`src/rtl/gpio_port_pkg.sv`:
```
package gpio_port_pkg;

  // Register offsets; the bus decode depends on these values
  localparam int OFS_DIR  = 0;
  localparam int OFS_LAT  = 1;
  localparam int OFS_PORT = 2;

  typedef enum logic [1:0] {
    SEL_DIR  = 2'd0,
    SEL_LAT  = 2'd1,
    SEL_PORT = 2'd2,
    SEL_NONE = 2'd3
  } regSel_e;

  // Strobes from control to datapath
  typedef struct packed {
    logic    wrDir;
    logic    wrLat;
    regSel_e rdSel;
  } ctrlStrobe_t;

endpackage

```
`src/rtl/gpio_sync.sv`:
```
module gpio_sync #(
  parameter int WIDTH  = 16,
  parameter int STAGES = 2
) (
  input  logic             clk,
  input  logic             rstN,
  input  logic [WIDTH-1:0] dIn,
  output logic [WIDTH-1:0] dOut
);

  logic [STAGES-1:0][WIDTH-1:0] chain;

  generate
    for (genvar s = 0; s < STAGES; s++) begin : gStage
      if (s == 0) begin : gFirst
        always_ff @(posedge clk or negedge rstN) begin
          if (!rstN) chain[s] <= '0;
          else       chain[s] <= dIn;
        end
      end else begin : gNext
        always_ff @(posedge clk or negedge rstN) begin
          if (!rstN) chain[s] <= '0;
          else       chain[s] <= chain[s-1];
        end
      end
    end
  endgenerate

  assign dOut = chain[STAGES-1];

endmodule

```
`src/rtl/gpio_ctrl.sv`:
```
module gpio_ctrl
  import gpio_port_pkg::*;
#(
  parameter int ADDR_W = 4
) (
  input  logic              wrEn,
  input  logic [ADDR_W-1:0] addr,
  output ctrlStrobe_t       strobe
);

  regSel_e sel;

  always_comb begin
    if (addr == ADDR_W'(OFS_DIR))       sel = SEL_DIR;
    else if (addr == ADDR_W'(OFS_LAT))  sel = SEL_LAT;
    else if (addr == ADDR_W'(OFS_PORT)) sel = SEL_PORT;
    else                                sel = SEL_NONE;
  end

  always_comb begin
    strobe.rdSel = sel;
    strobe.wrDir = wrEn && (sel == SEL_DIR);
    // port-view writes alias onto the latch
    strobe.wrLat = wrEn && ((sel == SEL_LAT) || (sel == SEL_PORT));
  end

endmodule

```
`src/rtl/gpio_datapath.sv`:
```
module gpio_datapath
  import gpio_port_pkg::*;
#(
  parameter int NUM_PINS    = 16,
  parameter int SYNC_STAGES = 2
) (
  input  logic                clk,
  input  logic                rstN,
  input  ctrlStrobe_t         strobe,
  input  logic [NUM_PINS-1:0] wrData,
  input  logic [NUM_PINS-1:0] pinIn,
  input  logic [NUM_PINS-1:0] periphEn,
  output logic [NUM_PINS-1:0] rdData,
  output logic [NUM_PINS-1:0] pinOut,
  output logic [NUM_PINS-1:0] pinOe
);

  logic [NUM_PINS-1:0] dirQ;
  logic [NUM_PINS-1:0] latQ;
  logic [NUM_PINS-1:0] pinSync;

  always_ff @(posedge clk or negedge rstN) begin
    if (!rstN)             dirQ <= '1;
    else if (strobe.wrDir) dirQ <= wrData;
  end

  always_ff @(posedge clk or negedge rstN) begin
    if (!rstN)             latQ <= '0;
    else if (strobe.wrLat) latQ <= wrData;
  end

  gpio_sync #(
    .WIDTH (NUM_PINS),
    .STAGES(SYNC_STAGES)
  ) uSync (
    .clk (clk),
    .rstN(rstN),
    .dIn (pinIn),
    .dOut(pinSync)
  );

  always_comb begin
    case (strobe.rdSel)
      SEL_DIR:  rdData = dirQ;
      SEL_LAT:  rdData = latQ;
      SEL_PORT: rdData = pinSync;
      default:  rdData = '0;
    endcase
  end

  generate
    for (genvar p = 0; p < NUM_PINS; p++) begin : gPin
      assign pinOut[p] = latQ[p];
      assign pinOe[p]  = ~dirQ[p] & ~periphEn[p];
    end
  endgenerate

endmodule

```
`src/rtl/gpio_port.sv`:
```
module gpio_port
  import gpio_port_pkg::*;
#(
  parameter int NUM_PINS    = 16,
  parameter int ADDR_W      = 4,
  parameter int SYNC_STAGES = 2
) (
  input  logic                clk,
  input  logic                rstN,
  input  logic [ADDR_W-1:0]   addr,
  input  logic                wrEn,
  input  logic [NUM_PINS-1:0] wrData,
  output logic [NUM_PINS-1:0] rdData,
  input  logic [NUM_PINS-1:0] pinIn,
  output logic [NUM_PINS-1:0] pinOut,
  output logic [NUM_PINS-1:0] pinOe,
  input  logic [NUM_PINS-1:0] periphEn
);

  ctrlStrobe_t strobe;

  gpio_ctrl #(.ADDR_W(ADDR_W)) uCtrl (
    .wrEn  (wrEn),
    .addr  (addr),
    .strobe(strobe)
  );

  gpio_datapath #(
    .NUM_PINS   (NUM_PINS),
    .SYNC_STAGES(SYNC_STAGES)
  ) uDp (
    .clk     (clk),
    .rstN    (rstN),
    .strobe  (strobe),
    .wrData  (wrData),
    .pinIn   (pinIn),
    .periphEn(periphEn),
    .rdData  (rdData),
    .pinOut  (pinOut),
    .pinOe   (pinOe)
  );

endmodule

```
`config.mk`:
```
export PLATFORM = sky130hd
export DESIGN_NAME = gpio_port
export DESIGN_NICKNAME = d
export VERILOG_FILES = /design/src/rtl/gpio_port_pkg.sv /design/src/rtl/gpio_sync.sv /design/src/rtl/gpio_ctrl.sv /design/src/rtl/gpio_datapath.sv /design/src/rtl/gpio_port.sv
export SDC_FILE = /design/constraint.sdc
export NUM_CORES = 1
export LEC_CHECK = 0
export BUFFER_PORTS_ARGS = -buffer_cell sky130_fd_sc_hd__clkbuf_2
export CAP_MARGIN = 5
export CORE_ASPECT_RATIO = 1.5
export CORE_UTILIZATION = 50
export DETAILED_ROUTE_END_ITERATION = 10
export GPL_ROUTABILITY_DRIVEN = 0
export PLACE_DENSITY = 0.8
export SYNTH_ARGS = -nofsm -noshare
export SYNTH_HDL_FRONTEND = slang
export SYNTH_SLANG_ARGS = --single-unit
```
`constraint.sdc`:
```
create_clock -name clk -period 2.6 [get_ports clk]
set_input_delay 0.39 -clock clk [delete_from_list [all_inputs] [get_ports clk]]
set_output_delay 0.39 -clock clk [all_outputs]
set_load 0.1 [all_outputs]
```
### After elaboration in Yosys (flattened, before gate mapping)

Index checks and enable logic that the tools add are counted.

| storage, ports and cells | value |
|---|---|
| register bits | 64 |
| input bits | 55 |
| output and inout bits | 48 |
| word-level logic and storage cells | 65 |

| operators by class | value |
|---|---|
| eq/ne operators | 4 |
| mux-type cells | 4 |
| bitwise gates (word level) | 48 |
| reduce and logical (&&, ||, !) cells | 5 |

Operator list:

| cell | count |
|---|---|
| 16-bit case mux with 3 select lines | 1 |
| 1-bit inverter | 32 |
| 1-bit bitwise AND | 16 |
| 4-bit by 1-bit == test with 1-bit output, second input constant | 1 |
| 4-bit by 2-bit == test with 1-bit output, second input constant | 1 |
| 4-bit logical NOT | 1 |
| 2-bit 2-to-1 mux | 2 |
| 2-bit by 1-bit == test with 1-bit output, second input constant | 1 |
| 2-bit == test, second input constant | 1 |
| 1-bit logical AND | 2 |
| 2-bit logical NOT | 1 |
| 1-bit logical OR | 1 |
| 1-bit 2-to-1 mux | 1 |

### Longest topological paths before layout

| logic depth | value |
|---|---|
| word-level depth | 7 |
| depth in mapped cells | 7 |
| gate-level depth less buffers | 5 |

### Cells and area by module

A second synthesis with hierarchy kept.

| second synthesis, totals | value |
|---|---|
| cell total of the unflattened synthesis | 178 |
| area, all modules | 2710.1 µm² |

By module, submodules not included:

| module | instances | cells each | area an instance (µm²) | sequential area each (µm²) |
|---|---|---|---|---|
| gpio_datapath | 1 | 123 | 1741.7 | 820.8 |
| gpio_sync | 1 | 48 | 920.9 | 800.8 |
| gpio_ctrl | 1 | 7 | 47.5 | 0.0 |

### Worst setup path after synthesis

Ideal clock, no wire load.

| timing path | value |
|---|---|
| kind | input-to-output |
| from | input addr[0] |
| to | output rdData[10] |
| arrival time | 2.756 ns |
| required time | 2.210 ns |
| path slack | -0.546 ns |
| stages on the path | 7 |
| buffers on the path | 2 |
| cell sequence | or3_1 -> inv_1 -> ha_1 -> buf_4 -> buf_2 -> a222oi_1 -> nor2_1 |

| on the way | value |
|---|---|
| word-level cells in the longest chain between the ends | 6 |
| elaborated cells between the ends (all ways) | 10 |
| those cells by class | 4 x eq/ne; 4 x mux; 2 x reduce/logical |

RTL lines:

| what | RTL line | text |
|---|---|---|
| start: declaration | gpio_port.sv:10 | `input logic [ADDR_W-1:0] addr,` |
| 4-bit by 2-bit == test with 1-bit output | gpio_ctrl.sv:16 | `else if (addr == ADDR_W'(OFS_PORT)) sel = SEL_PORT;` |
| 1-bit 2-to-1 mux | gpio_ctrl.sv:16 |  |
| 2-bit 2-to-1 mux | gpio_ctrl.sv:15 | `else if (addr == ADDR_W'(OFS_LAT)) sel = SEL_LAT;` |
| 2-bit 2-to-1 mux * | gpio_ctrl.sv:14 | `if (addr == ADDR_W'(OFS_DIR)) sel = SEL_DIR;` |
| 2-bit == test (tied with other cells) | gpio_datapath.sv:43 | `case (strobe.rdSel)` |
| 16-bit case mux with 3 select lines * | gpio_datapath.sv:43 |  |
| end: declaration | gpio_port.sv:13 | `output logic [NUM_PINS-1:0] rdData,` |

Every way passes the cells marked *; elsewhere a longest branch is shown, timed or not.

### Final worst setup path

| timing path | value |
|---|---|
| from | input addr[0] |
| to | output rdData[12] |

The elaborated chain is that of the path after synthesis.

==> impl_metrics.tcl <==
set metrics [dict create \
    grt_pass1_wl_um 8610 \
    period_needed_ps 2370 \
    syn_nets 223 \
    fin_util 0.752 \
    p_leak_nw 1.69 \
    numCtsBuffers 9 \
    drv_slew 0 \
    status "completed" \
    wl_um 5510 \
    cts-root-buf "clkbuf_8" \
    synth_fa_ha_area_frac 0.0203 \
    hold_class "primary input to async pin" \
    ys_seq_area_frac 0.657 \
    max_clock_freq_mhz 422 \
    die_w_um 59.4 \
    synthXorXnorAreaFrac 0 \
    synthMuxAreaShare 0.161 \
    max-slew-margin-rel 0.636 \
    crit_path_start_kind "primary input" \
    track_usage 0.232 \
    maxCapViolCount 0 \
    dp_hpwl_um 3890 \
    synth_edf_count 0 \
    cp.buffers_inverters 3 \
    core-area_mm2 0.00477 \
    endpoint_kind "primary output" \
    syn2layout_area_growth_pct 45.2 \
    setup_viol 0 \
    slowest_delay_ps 410 \
    syn_avg_cell_area_um2 15.1 \
    ys.flop_type "dfrtp_1" \
    boundaryPins 103 \
    cp.required_ps 2210 \
    cts_buffer_depth 2 \
    critPathKind "primary input to primary output" \
    fin_setup_tns_ps 0 \
    first_pass_iters 4 \
    drt_iter0_markers 156 \
    grt-ovfl-total 0 \
    postCtsSetupRepairBufs 0 \
    ant_nets 0 \
    routedWlPerCell_um 16.0 \
    worst_slack_ps 231 \
    cts_tree "yes" \
    path_max_fanout 16 \
    die_h_um 88.1 \
    layout-drive-gt1-share 0.640 \
    fillCellCount 305 \
    synth-seq-cells 64 \
    rows 31 \
    antenna_found_initial 0 \
    hold_slack_ps 9.47 \
    synth_top_family_by_area "multiplexers" \
    n_antenna_cell 0 \
    clk_latency_ps 330 \
    hold_viol_final 0 \
    portBuffers 102 \
    htreeDepth 3 \
    start_util 0.518 \
    nNetsFinal 332 \
    yosysUniqueCellTypes 19 \
    dieArea_mm2 0.00523 \
    yosys_warnings 0 \
    grt_max_degree 29 \
    async_reset_ff_frac 1.00 \
    ir_worst_vdd_uv 576 \
    power_mw 3.24 \
    cp_cell_sequence "clkbuf_2, or3_1, inv_1, ha_2, a222oi_1, nor2_4, buf_12" \
    cp_slowest_cell "or3_1" \
    rsz0062_at_grt "no" \
    period_share 0.911 \
    worst_ep_arrival_time_ps 1980 \
    grt_pass1_vias 1806 \
    route.detailed.drc 0 \
    routed_via_density 5.20 \
    synth_compound_area_frac 0.0648 \
    finClkSkew_ps 1.43 \
    cpLargestDelayFamily "simple AND/OR/NAND/NOR gates" \
    syn_inst 164 \
    p_per_area_mw_per_mm2 903 \
    clkTransAtPathRegs_ps 70 \
    tightestPinTransition_ps 549 \
    yosys.area_share.simple 0.0633 \
    pre_cts_slack_ps 2.58 \
    post_cts_resized 0 \
    synthesis.area_mm2 0.00247 \
    vias 1790 \
    postCtsHoldBufs 0 \
    clock-sinks 64 \
]
-- Yosys cell counts (2+ instances only) --
| master | count | area [µm²] |
|---|---|---|
| inv_1 | 2 | 7.51 |
| buf_6 | 2 | 22.5 |
| buf_2 | 3 | 15.0 |
| nor2_1 | 32 | 120 |
| mux2_1 | 15 | 169 |
| mux2_4 | 10 | 150 |
| a222oi_1 | 16 | 160 |
| dfstp_2 | 16 | 420 |
| clkbuf_1 | 2 | 7.51 |
| mux2_2 | 7 | 78.8 |
| dfrtp_1 | 48 | 1200 |
| ha_1 | 4 | 50.1 |
-- metal layers --
metal,share of wire,wire length [µm],GRT usage,vias to the layer above
li1,-,-,-,807
met1,0.39,2160,0.279,874
met2,0.51,2830,0.365,97
met3,0.076,416,0.0753,12
met4,0.019,104,0.128,0
met5,0,0,0,-
-- cells by family (layout without fill, tap and decap cells) --
kind of cell,after synthesis,count (layout)
muxes,32,32
AOI/OAI and AO/OA,16,16
and+or+nand+nor,36,36
adders and majority gates,4,4
buffers and inverters,12,126
DFF,64,64
-- cell usage in the layout, fill, tap and decap left out --
master	instances
clkinv_2	3
ha_1	2
dfstp_2	16
nor2_2	7
nand2_4	1
or3_1	1
a222oi_1	16
bufinv_16	2
clkinvlp_4	1
clkbuf_8	10
buf_12	16
mux2_1	15
nor3_2	1
mux2_4	10
buf_4	6
inv_1	2
dfrtp_1	48
mux2_2	7
clkbuf_2	86
ha_2	2
nor2_4	9
nor2_1	16
nor2b_4	1
-- flip-flops by register name, indices dropped and copies added (netlist names) --
name,count
uDp.dirQ,16
uDp.pinOut,16
uDp.uSync.chain,16
uDp.uSync.dOut,16
-- cell type report --
cell class / instances / area, µm² / area share
Sequential cell: 64 / 1620 / 0.452
Multi-Input combinational cell: 88 / 860 / 0.240
Timing Repair Buffer: 108 / 796 / 0.222
Clock buffer: 10 / 138 / 0.0384
Clock inverter: 6 / 82.6 / 0.0230
Tap cell: 66 / 82.6 / 0.0230
Inverter: 2 / 7.51 / 0.00209
-- where the power goes --
group / switching (mW) / total, mW / leakage (nW) / internal, mW
clock network: 0.363 / 0.923 / 0.112 / 0.560
logic: 0.858 / 1.08 / 0.846 / 0.221
registers: 0.0928 / 1.24 / 0.729 / 1.14
total: 1.31 / 3.24 / 1.69 / 1.93
-- path summary, 6_finish.rpt --
check	start	cells after the start	slack [ps]	to
worst max-delay path	addr[0]	7	230	rdData[12]
worst min-delay path	rstN	1	9	uDp.uSync.chain[7]$_DFF_PN0_
worst max register to register	uDp.pinOut[5]$_DFFE_PN0P_	1	1780	uDp.pinOut[5]$_DFFE_PN0P_
worst min register to register	uDp.uSync.chain[3]$_DFF_PN0_	0	350	uDp.uSync.dOut[3]$_DFF_PN0_
max in group asynchronous	rstN	2	1820	uDp.dirQ[11]$_DFFE_PN1P_
min in group clk	pinIn[13]	1	160	uDp.uSync.chain[13]$_DFF_PN0_
-- through the flow --
step	area, µm²	instances
after CTS	3580	344
after global placement	3360	328
final	3590	344
after detailed placement	3360	328
after floorplan	2560	164
after global routing	3590	344
Power figures use the tool's default switching activity.
